--- src/rtl/iop_pkg.sv ---
package iop_pkg;
  localparam logic [1:0] SEL_PTR  = 2'd0;
  localparam logic [1:0] SEL_CTRL = 2'd1;
  localparam logic [1:0] SEL_STAT = 2'd2;

  localparam logic [7:0] OP_D2M  = 8'd0;
  localparam logic [7:0] OP_M2D  = 8'd1;
  localparam logic [7:0] OP_M2DS = 8'd2;
  localparam logic [7:0] OP_NOP  = 8'd3;

  localparam int DESC_WORDS = 4;

  typedef enum logic [3:0] {
    S_IDLE, S_FREQ, S_FWAIT, S_DEC, S_DRD, S_DWR,
    S_MREQ, S_MWAIT, S_MWR, S_NEXT, S_FIN, S_ERR
  } seq_state_e;
endpackage

--- src/rtl/iop_regs.sv ---
module iop_regs
  import iop_pkg::*;
#(
  parameter int AW = 32
) (
  input  logic          clk_i,
  input  logic          rst_ni,
  input  logic          wr_i,
  input  logic [1:0]    sel_i,
  input  logic [AW-1:0] wdata_i,
  input  logic          fin_i,
  input  logic          err_i,
  output logic [AW-1:0] list_ptr_o,
  output logic          start_o,
  output logic          done_o,
  output logic          err_o
);
  logic clr_done, clr_err;

  assign start_o  = wr_i && (sel_i == SEL_CTRL) && wdata_i[0];
  assign clr_done = wr_i && (sel_i == SEL_STAT) && wdata_i[0];
  assign clr_err  = wr_i && (sel_i == SEL_STAT) && wdata_i[1];

  always_ff @(posedge clk_i or negedge rst_ni) begin
    if (!rst_ni) begin
      list_ptr_o <= '0;
      done_o     <= 1'b0;
      err_o      <= 1'b0;
    end else begin
      if (wr_i && sel_i == SEL_PTR) list_ptr_o <= wdata_i;
      // set wins over a same-cycle clear
      if (fin_i)         done_o <= 1'b1;
      else if (clr_done) done_o <= 1'b0;
      if (err_i)         err_o  <= 1'b1;
      else if (clr_err)  err_o  <= 1'b0;
    end
  end
endmodule

--- src/rtl/iop_swap.sv ---
module iop_swap #(
  parameter int DW = 32
) (
  input  logic [DW-1:0] din_i,
  output logic [DW-1:0] dout_o
);
  localparam int NB = DW / 8;

  for (genvar b = 0; b < NB; b++) begin : g_byte
    assign dout_o[8*b +: 8] = din_i[8*(NB-1-b) +: 8];
  end
endmodule

--- src/rtl/iop_seq.sv ---
module iop_seq
  import iop_pkg::*;
#(
  parameter int AW = 32,
  parameter int DW = 32,
  parameter int CW = 16
) (
  input  logic          clk_i,
  input  logic          rst_ni,
  input  logic          start_i,
  input  logic [AW-1:0] list_ptr_i,
  output logic          busy_o,
  output logic          fin_o,
  output logic          err_o,
  output logic          mem_req_o,
  input  logic          mem_gnt_i,
  output logic          mem_we_o,
  output logic [AW-1:0] mem_addr_o,
  output logic [DW-1:0] mem_wdata_o,
  input  logic [DW-1:0] mem_rdata_i,
  output logic          dev_rd_o,
  output logic          dev_wr_o,
  output logic [AW-1:0] dev_addr_o,
  output logic [DW-1:0] dev_wdata_o,
  input  logic [DW-1:0] dev_rdata_i
);
  localparam int IW = $clog2(DESC_WORDS);

  seq_state_e    state_q;
  logic [IW-1:0] idx_q;
  logic [AW-1:0] desc_addr_q, mem_ptr_q;
  logic [CW-1:0] rem_q;
  logic [DW-1:0] data_q, swapped;
  logic [DW-1:0] desc_q [DESC_WORDS];

  logic [7:0]    op;
  logic          last;
  logic [CW-1:0] cnt;
  logic          unused_bits;

  assign op   = desc_q[0][7:0];
  assign last = desc_q[0][DW-1];
  assign cnt  = desc_q[3][CW-1:0];
  assign unused_bits = ^{desc_q[0][DW-2:8], desc_q[3][DW-1:CW]};

  iop_swap #(.DW(DW)) u_swap (.din_i(mem_rdata_i), .dout_o(swapped));

  always_ff @(posedge clk_i or negedge rst_ni) begin
    if (!rst_ni) begin
      state_q     <= S_IDLE;
      idx_q       <= '0;
      desc_addr_q <= '0;
      mem_ptr_q   <= '0;
      rem_q       <= '0;
      data_q      <= '0;
      for (int i = 0; i < DESC_WORDS; i++) desc_q[i] <= '0;
    end else begin
      unique case (state_q)
        S_IDLE: if (start_i) begin
          desc_addr_q <= list_ptr_i;
          idx_q       <= '0;
          state_q     <= S_FREQ;
        end
        S_FREQ: if (mem_gnt_i) state_q <= S_FWAIT;
        S_FWAIT: begin
          desc_q[idx_q] <= mem_rdata_i;
          idx_q         <= idx_q + 1'b1;
          state_q       <= (idx_q == IW'(DESC_WORDS-1)) ? S_DEC : S_FREQ;
        end
        S_DEC: begin
          mem_ptr_q <= desc_q[2][AW-1:0];
          rem_q     <= cnt;
          if (op > OP_NOP)                     state_q <= S_ERR;
          else if (op == OP_NOP || cnt == '0)  state_q <= S_NEXT;
          else if (op == OP_D2M)               state_q <= S_DRD;
          else                                 state_q <= S_MREQ;
        end
        S_DRD: begin
          data_q  <= dev_rdata_i;
          state_q <= S_DWR;
        end
        S_DWR: if (mem_gnt_i) begin
          mem_ptr_q <= mem_ptr_q + 1'b1;
          rem_q     <= rem_q - 1'b1;
          state_q   <= (rem_q == CW'(1)) ? S_NEXT : S_DRD;
        end
        S_MREQ: if (mem_gnt_i) state_q <= S_MWAIT;
        S_MWAIT: begin
          data_q  <= (op == OP_M2DS) ? swapped : mem_rdata_i;
          state_q <= S_MWR;
        end
        S_MWR: begin
          mem_ptr_q <= mem_ptr_q + 1'b1;
          rem_q     <= rem_q - 1'b1;
          state_q   <= (rem_q == CW'(1)) ? S_NEXT : S_MREQ;
        end
        S_NEXT: begin
          idx_q <= '0;
          if (last) state_q <= S_FIN;
          else begin
            desc_addr_q <= desc_addr_q + AW'(DESC_WORDS);
            state_q     <= S_FREQ;
          end
        end
        S_FIN, S_ERR: state_q <= S_IDLE;
        default:      state_q <= S_IDLE;
      endcase
    end
  end

  always_comb begin
    mem_req_o  = 1'b0;
    mem_we_o   = 1'b0;
    mem_addr_o = mem_ptr_q;
    unique case (state_q)
      S_FREQ: begin
        mem_req_o  = 1'b1;
        mem_addr_o = desc_addr_q + AW'(idx_q);
      end
      S_DWR: begin
        mem_req_o = 1'b1;
        mem_we_o  = 1'b1;
      end
      S_MREQ:  mem_req_o = 1'b1;
      default: ;
    endcase
  end

  assign mem_wdata_o = data_q;
  assign dev_wdata_o = data_q;
  assign dev_addr_o  = desc_q[1][AW-1:0];
  assign dev_rd_o    = (state_q == S_DRD);
  assign dev_wr_o    = (state_q == S_MWR);
  assign busy_o      = (state_q != S_IDLE);
  assign fin_o       = (state_q == S_FIN) || (state_q == S_ERR);
  assign err_o       = (state_q == S_ERR);
endmodule

--- src/rtl/iop_core.sv ---
module iop_core
  import iop_pkg::*;
#(
  parameter int AW = 32,
  parameter int DW = 32,
  parameter int CW = 16
) (
  input  logic          clk_i,
  input  logic          rst_ni,
  input  logic          reg_wr_i,
  input  logic [1:0]    reg_sel_i,
  input  logic [AW-1:0] reg_wdata_i,
  output logic          busy_o,
  output logic          irq_o,
  output logic          err_o,
  output logic          mem_req_o,
  input  logic          mem_gnt_i,
  output logic          mem_we_o,
  output logic [AW-1:0] mem_addr_o,
  output logic [DW-1:0] mem_wdata_o,
  input  logic [DW-1:0] mem_rdata_i,
  output logic          dev_rd_o,
  output logic          dev_wr_o,
  output logic [AW-1:0] dev_addr_o,
  output logic [DW-1:0] dev_wdata_o,
  input  logic [DW-1:0] dev_rdata_i
);
  logic [AW-1:0] list_ptr;
  logic          start, fin, err_hit;

  iop_regs #(.AW(AW)) u_regs (
    .clk_i, .rst_ni,
    .wr_i(reg_wr_i), .sel_i(reg_sel_i), .wdata_i(reg_wdata_i),
    .fin_i(fin), .err_i(err_hit),
    .list_ptr_o(list_ptr), .start_o(start),
    .done_o(irq_o), .err_o(err_o)
  );

  iop_seq #(.AW(AW), .DW(DW), .CW(CW)) u_seq (
    .clk_i, .rst_ni,
    .start_i(start), .list_ptr_i(list_ptr),
    .busy_o, .fin_o(fin), .err_o(err_hit),
    .mem_req_o, .mem_gnt_i, .mem_we_o, .mem_addr_o, .mem_wdata_o, .mem_rdata_i,
    .dev_rd_o, .dev_wr_o, .dev_addr_o, .dev_wdata_o, .dev_rdata_i
  );
endmodule

--- config.mk ---
export PLATFORM = sky130hd
export DESIGN_NAME = iop_core
export DESIGN_NICKNAME = d
export VERILOG_FILES = /design/src/rtl/iop_pkg.sv /design/src/rtl/iop_regs.sv /design/src/rtl/iop_swap.sv /design/src/rtl/iop_seq.sv /design/src/rtl/iop_core.sv
export SDC_FILE = /design/constraint.sdc
export NUM_CORES = 1
export LEC_CHECK = 0
export ABC_CLOCK_PERIOD_IN_PS = 3600
export BUFFER_PORTS_ARGS = -buffer_cell sky130_fd_sc_hd__buf_2
export CAP_MARGIN = 20
export CORE_AREA = 3 3 135 235
export DETAILED_ROUTE_END_ITERATION = 8
export DIE_AREA = 0 0 138 238
export PLACE_DENSITY = 0.66
export SYNTH_ARGS = -nofsm -noshare
export SYNTH_HDL_FRONTEND = slang
export SYNTH_SLANG_ARGS = --single-unit
--- constraint.sdc ---
create_clock -name clk_i -period 3.6 [get_ports clk_i]
set_clock_uncertainty 0.05 [all_clocks]
set_input_delay 0.36 -clock clk_i [delete_from_list [all_inputs] [get_ports clk_i]]
set_output_delay 0.36 -clock clk_i [all_outputs]
set_load 0.01 [all_outputs]
==> impl_results.html <==
<table>
<tr><th>Metric</th><th>Value</th></tr>
<tr><th colspan="2">Die</th></tr>
<tr><td>Placement Rows</td><td>84</td></tr>
<tr><td>Die Y-Extent</td><td>roughly 240 um</td></tr>
<tr><td>Initial Utilization</td><td>0.445</td></tr>
<tr><td>Floorplan die width</td><td>roughly 140 um</td></tr>
<tr><td>Die Footprint</td><td>around 0.033 mm2</td></tr>
<tr><td>IO Count</td><td>roughly 240</td></tr>
<tr><td>Floorplan core area</td><td>0.0301 mm2</td></tr>
<tr><th colspan="2">Place</th></tr>
<tr><td>HPWL Detailed</td><td>26.5 mm</td></tr>
<tr><td>Post-placement setup slack</td><td>between 0.8 and 0.9 ns</td></tr>
<tr><td>Cell area after placement</td><td>around 0.014 mm2</td></tr>
<tr><td>GPL Wtd Cong</td><td>roughly 0.89</td></tr>
<tr><td>Port Buffers</td><td>around 240</td></tr>
<tr><th colspan="2">Synth</th></tr>
<tr><td>Average footprint of a synthesized cell</td><td>between 9 and 10 um2</td></tr>
<tr><td>Async set-or-reset flop fraction in the synthesized netlist</td><td>1.00</td></tr>
<tr><td>Area leader, netlist</td><td>dfrtp_1</td></tr>
<tr><td>Net count of the mapped netlist</td><td>roughly 1500</td></tr>
<tr><td>Seq cells post-synth</td><td>roughly 240</td></tr>
<tr><td>Number of flops mapped to enable cells by yosys</td><td>0</td></tr>
<tr><td>Count of cell types in the netlist</td><td>between 70 and 80</td></tr>
<tr><td>Syn. warnings</td><td>0</td></tr>
<tr><td>Cell types with the largest area share after synthesis</td><td>dfrtp_1, mux2_2, buf_4</td></tr>
<tr><td>Synthesized instance count</td><td>about 1400</td></tr>
<tr><td>Cell Area, Synth</td><td>between 0.01 and 0.015 mm2</td></tr>
<tr><td>Most used flip-flop cell after synthesis</td><td>dfrtp_1</td></tr>
<tr><td>Synth top area share</td><td>0.450</td></tr>
<tr><td>Post-synthesis sequential area ratio</td><td>0.450</td></tr>
<tr><th colspan="2">Cells and area</th></tr>
<tr><td>NumNets Final</td><td>roughly 1600</td></tr>
<tr><td>Commonest non-fill, non-tap cell in the layout</td><td>dfrtp_1</td></tr>
<tr><td>Count of antenna diodes in the layout</td><td>0</td></tr>
<tr><td>Area grow syn2layout</td><td>13.7%</td></tr>
<tr><td>Fraction of final layout cells with drive strength greater than 1</td><td>0.286</td></tr>
<tr><td>Commonest cells after routing, fill and taps aside</td><td>dfrtp_1, buf_2, nand2_1, mux2_2</td></tr>
<tr><td>Design Area, Final</td><td>approximately 0.015 mm2</td></tr>
<tr><td>Fill cell count</td><td>around 2800</td></tr>
<tr><th colspan="2">Power and ir drop</th></tr>
<tr><td>Maximum vdd ir drop</td><td>between 0.5 and 0.6 mV</td></tr>
<tr><td>Reported leakage power</td><td>around 6.9 nW</td></tr>
<tr><td>Total power per unit cell area</td><td>875 mW/mm2</td></tr>
<tr><th colspan="2">CTS</th></tr>
<tr><td>Number of sinks handled by clock tree synthesis</td><td>approximately 240</td></tr>
<tr><td>Number of gates resized after CTS</td><td>0</td></tr>
<tr><td>Clock latency on the worst-skew pair</td><td>0.53 ns</td></tr>
<tr><td>Clock tree from TritonCTS</td><td>done</td></tr>
<tr><td>Num CTS Buffers</td><td>24</td></tr>
<tr><td>Cell chosen for the clock root</td><td>clkbuf_16</td></tr>
<tr><td>Maximum level of the CTS H-tree</td><td>1</td></tr>
<tr><td>Clock Tree Buf Depth</td><td>3</td></tr>
<tr><td>Clock-pin slew on the worst setup and hold paths</td><td>0.06 ns</td></tr>
<tr><th colspan="2">Timing</th></tr>
<tr><td>Unrepaired setup endpoints after global routing</td><td>no</td></tr>
<tr><td>Final hold viol count</td><td>0</td></tr>
<tr><td>Min cycle time layout</td><td>around 3.3 ns</td></tr>
<tr><td>Setup violations, final</td><td>0</td></tr>
<tr><td>Final WS setup</td><td>0.314 ns</td></tr>
<tr><td>Slew at the pin closest to its max-slew limit</td><td>about 0.96 ns</td></tr>
<tr><td>Fin crit share</td><td>0.913</td></tr>
<tr><td>Total Negative Setup Slacks</td><td>0 ns</td></tr>
<tr><td>Timing-limited maximum frequency</td><td>~0.3 GHz</td></tr>
<tr><td>Worst slew slack as a fraction of its limit</td><td>0.357</td></tr>
<tr><td>Pins over their slew limit</td><td>0</td></tr>
<tr><th colspan="2">Hold path</th></tr>
<tr><td>Min-delay worst type</td><td>in2reg</td></tr>
<tr><td>Hold Path Cell Cnt</td><td>2</td></tr>
<tr><th colspan="2">Global routing</th></tr>
<tr><td>Gr ovfl total</td><td>0</td></tr>
<tr><td>GRT Resource Usage Total</td><td>0.212</td></tr>
<tr><td>Initial antenna violation count</td><td>0</td></tr>
<tr><td>Wire length of the first global-routing pass</td><td>about 57 mm</td></tr>
<tr><td>Pin count of the biggest net entering global routing</td><td>between 100 and 150</td></tr>
<tr><td>Vias in the first global route</td><td>just over 10000</td></tr>
<tr><th colspan="2">Run</th></tr>
<tr><td>Reported max-cap violation count</td><td>0</td></tr>
<tr><th colspan="2">Drt</th></tr>
<tr><td>Via Count</td><td>approximately 11000</td></tr>
<tr><td>Wire length on met3</td><td>roughly 1.7 mm</td></tr>
<tr><td>Vias/cell</td><td>about 5.7</td></tr>
<tr><td>Max layer used</td><td>met4</td></tr>
<tr><td>Routed WL per cell</td><td>approximately 19 um</td></tr>
<tr><td>Drt drc</td><td>0</td></tr>
<tr><td>Met1 WL</td><td>around 15 mm</td></tr>
<tr><td>Drt initial violations</td><td>584</td></tr>
<tr><td>Total length of routed met2 wires</td><td>approximately 19 mm</td></tr>
<tr><td>Total iterations of the first detailed-routing run</td><td>5</td></tr>
<tr><td>Total length of routed wires</td><td>36.4 mm</td></tr>
<tr><td>Antenna-violating nets left</td><td>0</td></tr>
<tr><th colspan="2">Setup path</th></tr>
<tr><td>Crit path capture type</td><td>output pin</td></tr>
<tr><td>Number of cells on the worst reg-to-reg path</td><td>6</td></tr>
<tr><td>Worst setup path category</td><td>reg2out</td></tr>
<tr><td>Required time of the worst setup path</td><td>3.19 ns</td></tr>
<tr><td>Maximum net fanout on the critical path</td><td>16</td></tr>
<tr><td>Nature of the critical path startpoint</td><td>flip-flop</td></tr>
<tr><td>Critical path data arrival time</td><td>~2.9 ns</td></tr>
<tr><th colspan="2">Run status</th></tr>
<tr><td>Run status</td><td>completed</td></tr>
</table>
==> Yosys cell counts, drive strengths merged (2+ instances only) <==
cell type,number
clkbuf,33
mux2,122
a2bb2oi,4
nor2,106
a211oi,32
and2,9
and3,18
a31o,2
nand4,20
or3,6
o211ai,2
nand3b,2
a41oi,2
o22ai,22
nand4b,2
nor4,18
buf,127
nand3,38
nor4b,2
o21ai,103
o311ai,8
o22a,5
a31oi,10
a22oi,8
dfrtp,241
nor3,23
xnor2,25
a21o,34
o21a,2
or4,2
ha,10
o2bb2ai,2
nor2b,3
nand2,134
nor3b,4
xor2,6
mux2i,33
and4,7
o31ai,6
a21oi,106
inv,19
o32ai,2
nand2b,7
==> sequential cells by signal, summed over array words and instances, names as in the netlist, 2 cells and up <==
signal             flops
u_regs.list_ptr_o     32
u_seq.cnt             16
u_seq.desc_addr_q     32
u_seq.desc_q          41
u_seq.dev_addr_o      32
u_seq.dev_wdata_o     32
u_seq.idx_q            2
u_seq.mem_ptr_q       32
u_seq.rem_q           16
u_seq.state_q          4
==> timing repair <==
action,CTS,global route
endpoints found under the setup margin,0,0
hold endpoints to repair,113,0
hold buffers,12,0
setup buffers,0,0
==> layout make-up <==
type / instances / area, um2 / area share
clock inverters: 7 / 116 / 0.00764
inverters: 19 / 71.3 / 0.00468
flip-flops and latches: 241 / 6030 / 0.396
clock buffers: 36 / 687 / 0.0451
repair buffers: 272 / 1520 / 0.0996
multi-input cells: 960 / 6320 / 0.415
well taps: 387 / 484 / 0.0318
==> cell families (layout without fill, tap and decap cells) <==
kind of cell	after synthesis	after routing	synth area share
xor+xnor	31	31	0.0203
simple gates	403	403	0.148
mux	155	155	0.127
fa+ha+maj	11	11	0.0108
buf+inv	179	334	0.0796
compound gates	360	360	0.164
flops	241	241	0.450
==> worst paths after layout <==
check,start,endpoint,slack [ns]
min in group asynchronous,rst_ni,u_seq.dev_wdata_o[25],0.42
hold reg to reg,u_seq.dev_wdata_o[8],u_seq.dev_wdata_o[8],0.44
hold / removal,reg_wdata_i[3],u_regs.list_ptr_o[3],0.02
setup reg to reg,u_seq.state_q[3],u_seq.rem_q[9],0.98
setup / recovery,u_seq.desc_addr_q[2],mem_addr_o[30],0.31
max in group asynchronous,rst_ni,u_seq.desc_addr_q[23],2.10
==> power breakdown <==
part           internal (mW)  switching [mW]  total (mW)  leakage [nW]
logic                   2.44            3.10        5.54          3.63
clock network           1.54            1.06        2.60         0.388
registers               3.97            1.22        5.20          2.84
total                   7.95            5.38        13.3          6.86
==> critical path, stage by stage, from the launching register on <==
cell and delay [ns]:
dfrtp_1 0.46, ha_1 0.28, and3_1 0.23, and2_2 0.23, nand2_2 0.21, nor4_1 0.38
xnor2_1 0.12, o21ai_1 0.25, buf_2 0.19
==> per-stage QoR <==
step	hold slack (ns)	utilization	total power, mW	instances
6_report	0.0202	0.507	13.3	1922
4_1_cts	0.00191	0.507	13.4	1922
5_1_grt	0.00228	0.507	14.3	1922
3_5_place_dp	0.428	0.476	10.8	1867
3_3_place_gp	0.416	0.476	10.6	1867
2_1_floorplan	0.0144	-	9.11	1380
==> per-layer routing <==
| metal | GRT usage | vias to the layer above |
|---|---|---|
| li1 | - | 5179 |
| met1 | 0.260 | 5300 |
| met2 | 0.380 | 333 |
| met3 | 0.0235 | 56 |
| met4 | 0.0887 | 0 |
| met5 | 0 | - |
Note: power is estimated with default switching activity, not from simulation.
